### src/rtl/mem_ctl_pkg.sv
`timescale 1ns/1ps
package mem_ctl_pkg;
  localparam int LANES  = 4;
  localparam int LANE_W = 8;
  localparam int WORD_W = LANES * LANE_W;

  typedef enum logic [1:0] {
    OP_LOAD_WORD  = 2'b00,
    OP_STORE_BYTE = 2'b01,
    OP_STORE_HALF = 2'b10,
    OP_STORE_WORD = 2'b11
  } mem_op_e;
endpackage

### src/rtl/lane_select.sv
`timescale 1ns/1ps
// Turns operation code and byte offset into per-lane write strobes,
// lane-positioned write data and the misalignment flag.
module lane_select
  import mem_ctl_pkg::*;
(
  input  logic              en,
  input  logic [1:0]        op,
  input  logic [1:0]        ofs,
  input  logic [WORD_W-1:0] wdata,
  output logic [LANES-1:0]  lane_we,
  output logic [WORD_W-1:0] lane_data,
  output logic              misalign
);
  mem_op_e op_e;
  assign op_e = mem_op_e'(op);

  always_comb begin
    lane_we   = '0;
    lane_data = wdata;
    misalign  = 1'b0;
    if (en) begin
      unique case (op_e)
        OP_STORE_BYTE: begin
          lane_data = {LANES{wdata[LANE_W-1:0]}};
          lane_we   = LANES'(1) << ofs;
        end
        OP_STORE_HALF: begin
          lane_data = {2{wdata[2*LANE_W-1:0]}};
          misalign  = ofs[0];
          if (!ofs[0]) lane_we = ofs[1] ? 4'b1100 : 4'b0011;
        end
        OP_STORE_WORD: begin
          misalign = |ofs;
          if (ofs == 2'b00) lane_we = '1;
        end
        default: ;
      endcase
    end
  end
endmodule

### src/rtl/byte_bank.sv
`timescale 1ns/1ps
// One byte lane of storage: synchronous clear and write, combinational read.
module byte_bank #(
  parameter int DEPTH = 16,
  parameter int W     = 8,
  localparam int IDX_W = $clog2(DEPTH)
) (
  input  logic             clk,
  input  logic             rst_n,
  input  logic             we,
  input  logic [IDX_W-1:0] idx,
  input  logic [W-1:0]     wbyte,
  output logic [W-1:0]     rbyte
);
  logic [W-1:0] cells [DEPTH];

  always_ff @(posedge clk) begin
    if (!rst_n) begin
      for (int i = 0; i < DEPTH; i++) cells[i] <= '0;
    end else if (we) begin
      cells[idx] <= wbyte;
    end
  end

  assign rbyte = cells[idx];
endmodule

### src/rtl/sized_byte_mem.sv
`timescale 1ns/1ps
module sized_byte_mem
  import mem_ctl_pkg::*;
#(
  parameter int DEPTH_WORDS = 16,
  parameter int ADDR_W      = 32,
  localparam int IDX_W      = $clog2(DEPTH_WORDS)
) (
  input  logic              clk,
  input  logic              rst_n,
  input  logic              en,
  input  logic [1:0]        mc,
  input  logic [ADDR_W-1:0] addr,
  input  logic [WORD_W-1:0] din,
  output logic [WORD_W-1:0] dout,
  output logic              err
);
  logic [IDX_W-1:0]  word_idx;
  logic [LANES-1:0]  lane_we;
  logic [WORD_W-1:0] lane_data;
  logic [WORD_W-1:0] rd_word;
  logic              misalign;
  logic              unused_addr_hi;

  assign word_idx       = addr[IDX_W+1:2];
  assign unused_addr_hi = ^addr[ADDR_W-1:IDX_W+2];

  lane_select u_sel (
    .en        (en),
    .op        (mc),
    .ofs       (addr[1:0]),
    .wdata     (din),
    .lane_we   (lane_we),
    .lane_data (lane_data),
    .misalign  (misalign)
  );

  for (genvar g = 0; g < LANES; g++) begin : g_lane
    byte_bank #(.DEPTH(DEPTH_WORDS), .W(LANE_W)) u_bank (
      .clk   (clk),
      .rst_n (rst_n),
      .we    (lane_we[g]),
      .idx   (word_idx),
      .wbyte (lane_data[g*LANE_W +: LANE_W]),
      .rbyte (rd_word[g*LANE_W +: LANE_W])
    );
  end

  assign dout = (en && mem_op_e'(mc) == OP_LOAD_WORD) ? rd_word : '0;
  assign err  = misalign;
endmodule

### config.mk
export PLATFORM = sky130hd
export DESIGN_NAME = sized_byte_mem
export DESIGN_NICKNAME = d
export VERILOG_FILES = /design/src/rtl/mem_ctl_pkg.sv /design/src/rtl/lane_select.sv /design/src/rtl/byte_bank.sv /design/src/rtl/sized_byte_mem.sv
export SDC_FILE = /design/constraint.sdc
export NUM_CORES = 1
export LEC_CHECK = 0
export ABC_AREA = 0
export ABC_CLOCK_PERIOD_IN_PS = 2400
export BUFFER_PORTS_ARGS = -buffer_cell sky130_fd_sc_hd__buf_4
export CORE_AREA = 2 2 212 214
export DETAILED_ROUTE_END_ITERATION = 10
export DIE_AREA = 0 0 214 216
export PLACE_DENSITY_LB_ADDON = 0.1
export SLEW_MARGIN = 20
export SYNTH_ARGS = -nofsm -noshare
export SYNTH_HDL_FRONTEND = slang
export SYNTH_SLANG_ARGS = --single-unit
### constraint.sdc
create_clock -name clk -period 2.4 [get_ports clk]
set_clock_uncertainty 0.05 [all_clocks]
set_input_delay 0.48 -clock clk [delete_from_list [all_inputs] [get_ports clk]]
set_output_delay 0.48 -clock clk [all_outputs]
set_load 0.02 [all_outputs]
==> Word level (Yosys, flattened, before mapping) <==
Memory sizes are Yosys's and may differ from the RTL's.
Index checks and enable logic that the tools add are counted.
{ "totals": {"out_inout_bits": 33, "ram_bits": 512, "ff_bits": 0, "mem_count": 4, "wordCells": 51, "in_bits": 69} }
{ "mem_list": {"columns": ["name", "depth", "word_bits", "read_ports", "rd_clocked_by_memory_dff", "wr", "line_no", "rtl"], "rows": [
  ["g_lane[0].u_bank.cells", 16, 8, 1, 0, 16, "byte_bank.sv:15", "logic [W-1:0] cells [DEPTH];"],
  ["g_lane[1].u_bank.cells", 16, 8, 1, 0, 16, "byte_bank.sv:15", null],
  ["g_lane[2].u_bank.cells", 16, 8, 1, 0, 16, "byte_bank.sv:15", null],
  ["g_lane[3].u_bank.cells", 16, 8, 1, 0, 16, "byte_bank.sv:15", null]
]} }
{ "classes": {"n_shift": 1, "n_eq_ne": 3, "reduce_logical": 8, "mux": 35} }
{ "op_table": {"columns": ["op", "n"], "rows": [
  ["$mux W32", 2],
  ["$pmux W32 S2", 1],
  ["$mux W4", 8],
  ["$mux W8", 4],
  ["$reduce_or A8 Y1", 4],
  ["$mux W1", 18],
  ["$pmux W4 S3", 1],
  ["$eq A2 B2 Y1 const B", 2],
  ["$logic_not A2 Y1", 2],
  ["$shl A1 B2 Y4 const A", 1],
  ["$eq A2 B1 Y1 const B", 1],
  ["$pmux W1 S2", 1],
  ["$reduce_or A2 Y1", 1],
  ["$logic_and A1 B1 Y1", 1]
]} }

==> Logic depth before layout (Yosys ltp) <==
Gate-level depths: netlist (run 1).
{ "depth": {"ltp_word": 9, "depth_mapped": 7, "ltp_nobuf": 5} }

==> Cells and area by module <==
Synthesis (run 1) repeated with hierarchy kept, for this count alone.
{ "hier_totals": {"cells_unflattened": 1630, "area_unflattened_um2": 24547.3} }
{ "modules_own_cells": {"columns": ["mod", "instances", "area_each_um2", "cells_per_inst"], "rows": [
  ["byte_bank", 4, 5841.9, 376],
  ["sized_byte_mem", 1, 610.6, 41],
  ["lane_select", 1, 569.3, 85]
]} }

==> Worst setup path after synthesis (run 1) <==
Ideal clock, no wire load.
{ "synth_path": {"path_type": "input -> register", "from": "input mc[1]", "to": "memory g_lane[3].u_bank.cells[13][0] (enable)", "path_stages": 7, "arrival_ns": 2.187, "path_slack_ns": -0.221, "setup_ns": 0.384, "cell_sequence": "inv_1 -> ha_1 -> buf_4 -> a21bo_2 -> o2111ai_4 -> buf_6 -> o21ai_0"} }
{ "synth_rtl": {"columns": ["element", "line_no", "rtl"], "rows": [
  ["start, declared", "sized_byte_mem.sv:12", "input logic [1:0] mc,"],
  ["end, declared", "byte_bank.sv:15", null]
]} }

==> Worst setup path after layout (run 1) <==
{ "layout_path": {"from": "memory g_lane[3].u_bank.cells[12][2]", "to": "output dout[26]"} }
{ "layout_between": {"elab_chain_len": 2} }
{ "layout_rtl": {"columns": ["element", "line_no", "rtl"], "rows": [
  ["$mem_v2 Z16 W8", null, null],
  ["$mux W32", "sized_byte_mem.sv:49", "assign dout = (en && mem_op_e'(mc) == OP_LOAD_WORD) ? rd_word : '0;"],
  ["end, declared", "sized_byte_mem.sv:15", "output logic [WORD_W-1:0] dout,"]
]} }
Every way passes these cells.

==> results of run 1 <==
==> layout make-up <==
cell class / instances / area [um^2]
multi-input cells: 1010 / 8170
diodes: 1 / 2.50
inverters: 11 / 41.3
clock inverters: 36 / 284
well taps: 592 / 741
fillers: 3189 / 14500
repair buffers: 353 / 3390
flip-flops and latches: 512 / 15400
clock buffers: 60 / 1350
==> cells in the final DEF (no fill, tap or decap), types with 10 or more instances in the layout <==
cell | synthesis | layout
clkinv_2 | 0 | 17
nor3_1 | 380 | 380
o2111ai_2 | 16 | 16
o21ai_1 | 0 | 31
edfxtp_1 | 512 | 512
o31ai_2 | 0 | 22
buf_4 | 20 | 290
inv_1 | 11 | 10
buf_12 | 1 | 48
clkinv_1 | 0 | 10
nand2_1 | 22 | 21
clkbuf_16 | 0 | 55
o22ai_1 | 64 | 60
mux2_2 | 128 | 128
mux4_2 | 64 | 64
o21ai_0 | 49 | 18
nor2_1 | 128 | 128
a22oi_2 | 8 | 39
==> metrics by stage <==
stage                      util  instances  setup WS (ns)  setup TNS [ns]  hold slack (ns)
after floorplan               -       1726         -0.221           -6.09            0.698
after global placement    0.621       2477         -0.265          -32.59            0.976
after detailed placement  0.621       2477         -0.276          -43.42            0.982
after CTS                 0.667       2573         -0.182           -4.40            0.354
after global routing      0.670       2574         -0.215           -4.91            0.371
final                     0.670       2575         -0.177           -3.31            0.378
==> worst paths after layout <==
kind / to / cells after the start / slack [ns] / start
max: dout[26] / 4 / -0.18 / g_lane[3].u_bank.cells[12][2]$_SDFFCE_PN0P_
min: g_lane[1].u_bank.cells[8][7]$_SDFFCE_PN0P_ / 4 / 0.38 / din[15]
==> kinds of logic after synthesis <==
kind of cell               share of synthesized area
and+or+nand+nor                                0.116
DFF                                            0.634
AOI/OAI and AO/OA                             0.0798
buffers and inverters                         0.0437
muxes                                          0.124
adders and majority gates                    0.00258
==> power groups by stage <==
stage               Sequential [mW]  Combinational [mW]  Clock [mW]
floorplan                      10.5                1.30           0
global placement               10.6                2.22           0
detailed placement             10.6                2.25           0
CTS                            10.4                2.35        7.96
global route                   10.4                2.49        8.28
finish                         10.4                2.36        7.88
==> repair_timing <==
item,in CTS,in global routing
setup buffers,1,1
cloned,3,1
gates resized for setup,69,21
pin swaps,25,12
endpoints found under the setup margin,33,33
==> layer usage <==
layer / track usage / wire (um) / vias up
met5: 0 / 0 / -
met4: 0.103 / 2020 / 0
met3: 0.0462 / 4200 / 103
met2: 0.485 / 32900 / 582
met1: 0.370 / 25900 / 8154
li1: - / - / 7195
==> results.py, run 1 <==
metrics = {
    "worst_setup_path": {
        "cp_num_buf_inv": 1,
        "crit_family": "multiplexers",
        "cp_slowest_cell": "mux4_2",
        "crit_type": "reg2out",
        "slowest_delay_ns": 0.51,
        "start_kind": "register",
        "crit_chain": "mux4_2, a22oi_2, o31ai_2, buf_4",
        "crit_fanout": 1,
        "arrival_ns": 2.05,
        "end_kind": "output port",
        "required_ns": 1.87,
    },
    "final_layout": {
        "reg_top3": "g_lane.u_bank.cells (512)",
        "largest-register": "g_lane.u_bank.cells",
        "finish.net_count": 2014,
        "largest_reg_flops": 512,
        "final_area_um2": 29400,
        "drive_gt1_frac": 0.384,
        "area_delta_synth_final_pct": 21.0,
    },
    "global_route": {
        "grt_max_degree": 39,
        "overflow": 0,
        "antenna_found_initial": 0,
        "grt_pass1_vias": 16600,
        "grt_pass1_wl_um": 99200,
        "track_usage": 0.284,
    },
    "yosys": {
        "ys_async_sr_fraction": 0,
        "synthTopCellsByArea": "edfxtp_1 63%, nor3_1 7.8%, mux2_2 5.9%, mux4_2 5.9%, buf_2 2.1%",
        "yosysMostFrequentCell": "edfxtp_1",
        "ys_ff_latch": 512,
        "synth_fp_nets": 1800,
        "synth-edff-count": 512,
        "synth_top_area_cell": "edfxtp_1",
        "synthCells": 1726,
        "synthDistinctLibCells": 54,
        "yosysSeqAreaShare": 0.634,
        "syn_area_um2": 24300,
        "netlist.area_leader.share": 0.634,
        "synth_top_flop_cell": "edfxtp_1",
        "syn_area_per_cell_um2": 14.1,
        "ys_top_cells_by_count": "512 x edfxtp_1, 380 x nor3_1, 128 x mux2_2, 128 x nor2_1, 103 x buf_2",
        "ys_warn_count": 0,
    },
    "drt": {
        "drc": 0,
        "wl_per_cell_um": 25.3,
        "wirelength_um": 65000,
        "postRouteAntennaNets": 0,
        "viasPerCell": 6.23,
        "route.vias.total": 16000,
        "drt_first_pass_iters": 5,
        "drtIter0Drc": 1541,
    },
    "power_and_ir_drop": {
        "sw_frac_of_total": 0.237,
        "p_sw_mw": 4.89,
        "internal_power_mw": 15.7,
        "p_seq_frac": 0.504,
        "p_comb_frac": 0.114,
        "peakVddDrop_mv": 0.677,
        "power.leakage_nw": 9.72,
        "clkPwrFrac": 0.382,
        "cellPowerDensity_nw_per_um2": 703,
        "p_total_mw": 20.6,
    },
    "clock_network": {
        "clockRootBuffer": "clkbuf_16",
        "clock_tree.buffer_depth": 3,
        "clk_transition_reported_paths_ns": 0.06,
        "cts_buffers": 52,
        "clock-sinks": 512,
        "htree_levels": 2,
        "cts_tree": "built",
        "hold_buffers": 0,
    },
    "status": {
        "failed_checks": "setup timing",
        "run_status": "complete, but fails checks",
    },
    "sta": {
        "setup_viol": 32,
        "max_freq_ghz": 0.388,
        "grt_setup_unrepaired": "true",
        "drv_slew": 0,
        "final.min_clock_period_ns": 2.58,
        "worstMarginPinSlew_ns": 0.869,
        "fin_crit_sh": 1.07,
        "relSlewSlack": 0.417,
        "hold_violations": 0,
        "setup_ws_ns": -0.177,
    },
    "floorplanning": {
        "pin_count": 102,
        "row_count": 77,
        "die_x_um": 214,
        "die_h_um": 216,
        "die_area_um2": 46200,
        "core-area_um2": 43800,
        "initial_utilization": 0.554,
    },
    "placement": {
        "io_buffer_count": 75,
        "dp_hpwl_um": 44300,
        "globalplace.congestion": 0.859,
        "placed_cell_area_um2": 27200,
    },
    "job": {
        "maxCapViolations": 0,
    },
    "min_path": {
        "hold_path.class": "in2reg",
    },
}
No activity file was read; power rests on OpenSTA's default activity.
==> inputs of run 2 (changes only) <==
- ABC_AREA: 0 -> 1
- CORE_AREA: 2 2 212 214 -> 2 2 174 262
- DIE_AREA: 0 0 214 216 -> 0 0 176 264
==> run 2 against run 1 <==
- the run now ends clean
- first-iteration DRC count rose by 29%
- worst setup slack improved by 0.18 ns
- cell area rose by 0.98%
- total power is 1.9% lower
- sequential share of layout area down 0.51 points
- maximum frequency rose by 7.6%
- routed wire length increased by 7.8%
- critical endpoint is now dout[9]
- largest power group unchanged
==> results.py, run 2 <==
metrics = {
    "drt": {
        "postRouteAntennaNets": 0,
        "viasPerCell": 5.42,
        "drc": 0,
        "route.vias.total": 19800,
        "drtIter0Drc": 1995,
        "drt_first_pass_iters": 6,
        "wirelength_um": 70100,
        "wl_per_cell_um": 19.2,
    },
    "final_layout": {
        "layout.cells.most_common": "nand2_1",
        "area_delta_synth_final_pct": 21.0,
        "diodes": 0,
        "final_area_um2": 29600,
        "largest-register": "g_lane.u_bank.cells",
        "reg_top3": "g_lane.u_bank.cells (512)",
        "finish.net_count": 3106,
        "fill_cells": 3607,
        "fin_util": 0.669,
        "final_cell_mix": "1456 x nand2_1, 596 x nor2_1, 512 x edfxtp_1",
        "drive_gt1_frac": 0.140,
        "largest_reg_flops": 512,
    },
    "floorplanning": {
        "core-area_um2": 44300,
        "die_area_um2": 46500,
        "initial_utilization": 0.552,
        "die_x_um": 176,
        "row_count": 95,
        "die_h_um": 264,
        "pin_count": 102,
    },
    "yosys": {
        "ys_warn_count": 0,
        "ys_async_sr_fraction": 0,
        "synth_top_area_cell": "edfxtp_1",
        "synthDistinctLibCells": 24,
        "ys_ff_latch": 512,
        "synth_top_flop_cell": "edfxtp_1",
        "synth-edff-count": 512,
        "syn_area_per_cell_um2": 8.66,
        "synthTopCellsByArea": "edfxtp_1 63%, nand2_1 23%, nor2_1 9.3%, clkbuf_1 1.3%, a22oi_4 0.69%",
        "yosysMostFrequentCell": "nand2_1",
        "yosysSeqAreaShare": 0.628,
        "synth_fp_nets": 2901,
        "netlist.area_leader.share": 0.628,
        "synthCells": 2827,
        "ys_top_cells_by_count": "1479 x nand2_1, 605 x nor2_1, 512 x edfxtp_1",
        "syn_area_um2": 24500,
    },
    "sta": {
        "setup_viol": 0,
        "tns_ns": 0,
        "hold_violations": 0,
        "grt_setup_unrepaired": "true",
        "fin_crit_sh": 0.998,
        "final.min_clock_period_ns": 2.40,
        "relSlewSlack": 0.542,
        "drv_slew": 0,
        "max_freq_ghz": 0.417,
        "worstMarginPinSlew_ns": 0.685,
    },
    "placement": {
        "io_buffer_count": 75,
        "placed_cell_area_um2": 27600,
        "dp_hpwl_um": 46100,
        "globalplace.congestion": 0.927,
    },
    "global_route": {
        "grt_pass1_wl_um": 103000,
        "overflow": 0,
        "track_usage": 0.295,
        "antenna_found_initial": 0,
        "grt_max_degree": 86,
        "grt_pass1_vias": 19000,
    },
    "worst_setup_path": {
        "arrival_ns": 1.87,
        "slowest_delay_ns": 0.16,
        "cp_common_cell": "nand2_1",
        "cp_slowest_cell": "buf_12",
        "start_kind": "input pin",
        "end_kind": "output port",
        "crit_chain": "buf_16, buf_12, buf_12, clkbuf_16, nand2_1, nand2_1, nand2_1, nand2_1, nand2_1, nand2_2, nor2_1, nor2_2, buf_6",
        "crit_fanout": 7,
        "required_ns": 1.87,
        "crit_type": "in2out",
    },
    "clock_network": {
        "cts_tree": "built",
        "cts_buffers": 47,
        "clock_tree.buffer_depth": 3,
        "clock-sinks": 512,
        "htree_levels": 2,
        "clockRootBuffer": "clkbuf_16",
        "clk_transition_reported_paths_ns": 0.06,
    },
    "power_and_ir_drop": {
        "power.leakage_nw": 13.1,
        "cellPowerDensity_nw_per_um2": 683,
        "peakVddDrop_mv": 0.640,
    },
    "status": {
        "run_status": "finished clean",
    },
    "min_path": {
        "hold_path.class": "in2reg",
    },
    "job": {
        "maxCapViolations": 0,
    },
}
==> run 2: cell types whose count changed after synthesis, sizes merged, moves of 22 or more <==
cell,before,now
nand2,24,1485
mux4,64,0
clkbuf,57,86
nor3,384,0
o2111ai,22,0
o22ai,64,8
mux2,129,0
a22oi,48,8
buf,136,60
o21ai,51,1
o31ai,32,0
nor2,131,605
==> run 2: cells by family (layout without fill, tap and decap cells) <==
family / count (synthesis) / after routing / synth area share
muxes: 8 / 8 / 0.00358
DFF: 512 / 512 / 0.628
buffers and inverters: 177 / 416 / 0.0294
AOI/OAI and AO/OA: 30 / 30 / 0.0145
and+or+nand+nor: 2095 / 2095 / 0.322
adders and majority gates: 5 / 5 / 0.00255
==> run 2: final timing paths <==
kind	startpoint	end	slack, ns	cells past startpoint
max	addr[2]	dout[9]	0.004	13
min	din[1]	g_lane[2].u_bank.cells[11][1]$_SDFFCE_PN0P_	0.42	4
==> run 2: through the flow <==
stage          hold WS, ns  setup WS, ns  cells  power, mW
2_1_floorplan        0.686        0.0961   2827       11.8
3_3_place_gp         0.978        -0.279   3547       12.9
3_5_place_dp         0.983        -0.345   3547       12.9
4_1_cts              0.393      -0.00277   3632       20.2
5_1_grt              0.414       -0.0387   3648       20.9
6_report             0.420       0.00380   3648       20.2
==> run 2: area by class of cell <==
class                           instances  area (um^2)  area share
Inverter                               31          148     0.00498
Tap cell                              582          728      0.0246
Clock inverter                         23          215     0.00726
Multi-Input combinational cell       2138         8490       0.286
Timing Repair Buffer                  302         3420       0.115
Sequential cell                       512        15400       0.519
Clock buffer                           60         1270      0.0428
==> run 2: repair_timing <==
action | in CTS | in global routing
gates resized for setup | 7 | 54
gates cloned | 2 | 7
setup buffers | 0 | 9
pin swaps | 0 | 20
endpoints found under the setup margin | 7 | 32
hold buffers | 0 | 0
==> run 2: metal layers <==
metal  up-vias  part of all wire  GRT usage
met1      9324              0.38      0.367
met2       891              0.50      0.507
li1       9370                 -          -
met3       170             0.082     0.0399
met5         -                 0          0
met4         0             0.045      0.146
==> run 2: worst max-delay path: cells and delay by family <==
kind	cells	cell delay, ns
simple gates	8	0.63
buf+inv	5	0.73
==> run 2: report_power, final <==
group          switching, mW  internal [mW]  total, mW
sequential             0.127           10.3       10.4
clock                   3.20           4.16       7.36
combinational           1.61          0.874       2.48
==> inputs of run 3 (changes only) <==
- RECOVER_POWER: unset -> 50
==> run 3 against run 2 <==
- the flow now finishes with violations (setup timing)
- via count is essentially flat
- routed wire length rose by 0.11%
- cell area fell by 1.2%
==> results.py, run 3 (synthesis results as in run 2) <==
metrics = {
    "clock_network": {
        "clk_transition_reported_paths_ns": 0.07,
        "htree_levels": 2,
        "clock_tree.buffer_depth": 3,
        "clock-sinks": 512,
        "clockRootBuffer": "clkbuf_16",
        "cts_buffers": 47,
        "cts_tree": "built",
    },
    "floorplanning": {
        "row_count": 95,
        "die_h_um": 264,
        "die_x_um": 176,
        "pin_count": 102,
        "core-area_um2": 44300,
        "die_area_um2": 46500,
        "initial_utilization": 0.552,
    },
    "drt": {
        "wl_per_cell_um": 19.2,
        "drc": 0,
        "drt-met1-wl_um": 26200,
        "postRouteAntennaNets": 0,
        "drt_first_pass_iters": 6,
        "met3_length_um": 5850,
        "route.vias.total": 19700,
        "met2_wirelength_um": 34900,
        "drtIter0Drc": 1853,
        "viasPerCell": 5.41,
        "topRoutingLayerUsed": "met4",
        "wirelength_um": 70200,
    },
    "worst_setup_path": {
        "start_kind": "input pin",
        "cp_common_cell": "nand2_1",
        "path_depth": 13,
        "slowest_delay_ns": 0.16,
        "cp_num_buf_inv": 5,
        "arrival_ns": 1.87,
        "required_ns": 1.87,
        "crit_type": "in2out",
        "cp_slowest_cell": "buf_12",
        "crit_family": "buffers and inverters",
        "crit_chain": "buf_16, buf_12, buf_12, clkbuf_16, nand2_1, nand2_1, nand2_1, nand2_1, nand2_1, nand2_2, nor2_1, nor2_2, buf_6",
        "end_kind": "output port",
        "crit_fanout": 7,
    },
    "final_layout": {
        "largest_reg_flops": 512,
        "regArea_um2": 15400,
        "layout.cells.most_common": "nand2_1",
        "area_delta_synth_final_pct": 19.5,
        "reg_top3": "g_lane.u_bank.cells (512)",
        "fill_cells": 3670,
        "largest-register": "g_lane.u_bank.cells",
        "drive_gt1_frac": 0.122,
        "final_cell_mix": "1460 x nand2_1, 596 x nor2_1, 512 x edfxtp_1",
        "finish.net_count": 3106,
        "multiInputGateArea_um2": 8460,
        "diodes": 0,
    },
    "sta": {
        "worstMarginPinSlew_ns": 0.851,
        "hold-worst-slack_ns": 0.418,
        "setup_ws_ns": -0.000550,
        "max_freq_ghz": 0.417,
        "drv_slew": 0,
        "relSlewSlack": 0.432,
        "fin_crit_sh": 1.00,
        "hold_violations": 0,
        "grt_setup_unrepaired": "true",
        "setup_viol": 1,
        "final.min_clock_period_ns": 2.40,
    },
    "power_and_ir_drop": {
        "p_total_mw": 20.2,
        "p_seq_frac": 0.515,
        "peakVddDrop_mv": 0.644,
        "sw_frac_of_total": 0.245,
        "power.leakage_nw": 12.9,
        "cellPowerDensity_nw_per_um2": 690,
        "p_comb_frac": 0.120,
        "p_sw_mw": 4.94,
        "internal_power_mw": 15.3,
        "clkPwrFrac": 0.365,
    },
    "global_route": {
        "grt_max_degree": 86,
        "grt_pass1_wl_um": 103000,
        "antenna_found_initial": 0,
        "track_usage": 0.295,
        "grt_pass1_vias": 19000,
        "overflow": 0,
    },
    "status": {
        "failed_checks": "setup timing",
        "run_status": "complete, but fails checks",
    },
    "placement": {
        "globalplace.congestion": 0.927,
        "dp_hpwl_um": 46100,
        "io_buffer_count": 75,
    },
    "min_path": {
        "whs_path_depth": 4,
        "hold_path.class": "in2reg",
    },
    "job": {
        "maxCapViolations": 0,
    },
}
==> run 3: final cells by class <==
class                   instances  share of cell area
inverters                      31             0.00504
clock inverters                23             0.00735
flip-flops and latches        512               0.525
clock buffers                  60              0.0433
multi-input cells            2138               0.289
well taps                     582              0.0249
repair buffers                302               0.105
==> run 3: through the flow <==
step	worst slack (ns)	utilization	instance area, um^2	instances	setup TNS (ns)
after CTS	-0.00277	0.659	29200	3632	-0.00277
after global placement	-0.279	0.623	27600	3547	-22.03
after floorplan	0.0961	-	24500	2827	0
after detailed placement	-0.345	0.623	27600	3547	-36.94
final	-0.000550	0.660	29300	3648	-0.000550
after global routing	-0.0387	0.660	29300	3648	-0.179
==> run 3: timing repair <==
action	CTS	global route
setup buffers	0	9
cloned	2	7
setup endpoints to repair	7	32
pin swaps	0	20
resized for setup	7	54
hold buffers	0	0
endpoints found under the hold margin	0	0
==> run 3: worst min-delay path: stages <==
cell and delay [ns]:
buf_4 0.11, mux2i_2 0.08, buf_12 0.16, nor2_1 0.08
==> run 3: power by group through the flow <==
| stage | Clock [mW] | Sequential [mW] | Combinational [mW] |
|---|---|---|---|
| 4_1_cts | 7.42 | 10.4 | 2.37 |
| 6_report | 7.37 | 10.4 | 2.43 |
| 3_5_place_dp | 0 | 10.6 | 2.33 |
| 2_1_floorplan | 0 | 10.5 | 1.27 |
| 5_1_grt | 7.78 | 10.4 | 2.62 |
| 3_3_place_gp | 0 | 10.6 | 2.30 |
==> run 3: layer usage <==
metal  up-vias  GRT usage
met5         -          0
met1      9310      0.367
met2       901      0.507
met3       162     0.0399
met4         0      0.146
li1       9371          -
==> run 3: final timing paths <==
| path | to | start |
|---|---|---|
| max | dout[9] | addr[2] |
| min | g_lane[3].u_bank.cells[0][6]$_SDFFCE_PN0P_ | din[30] |
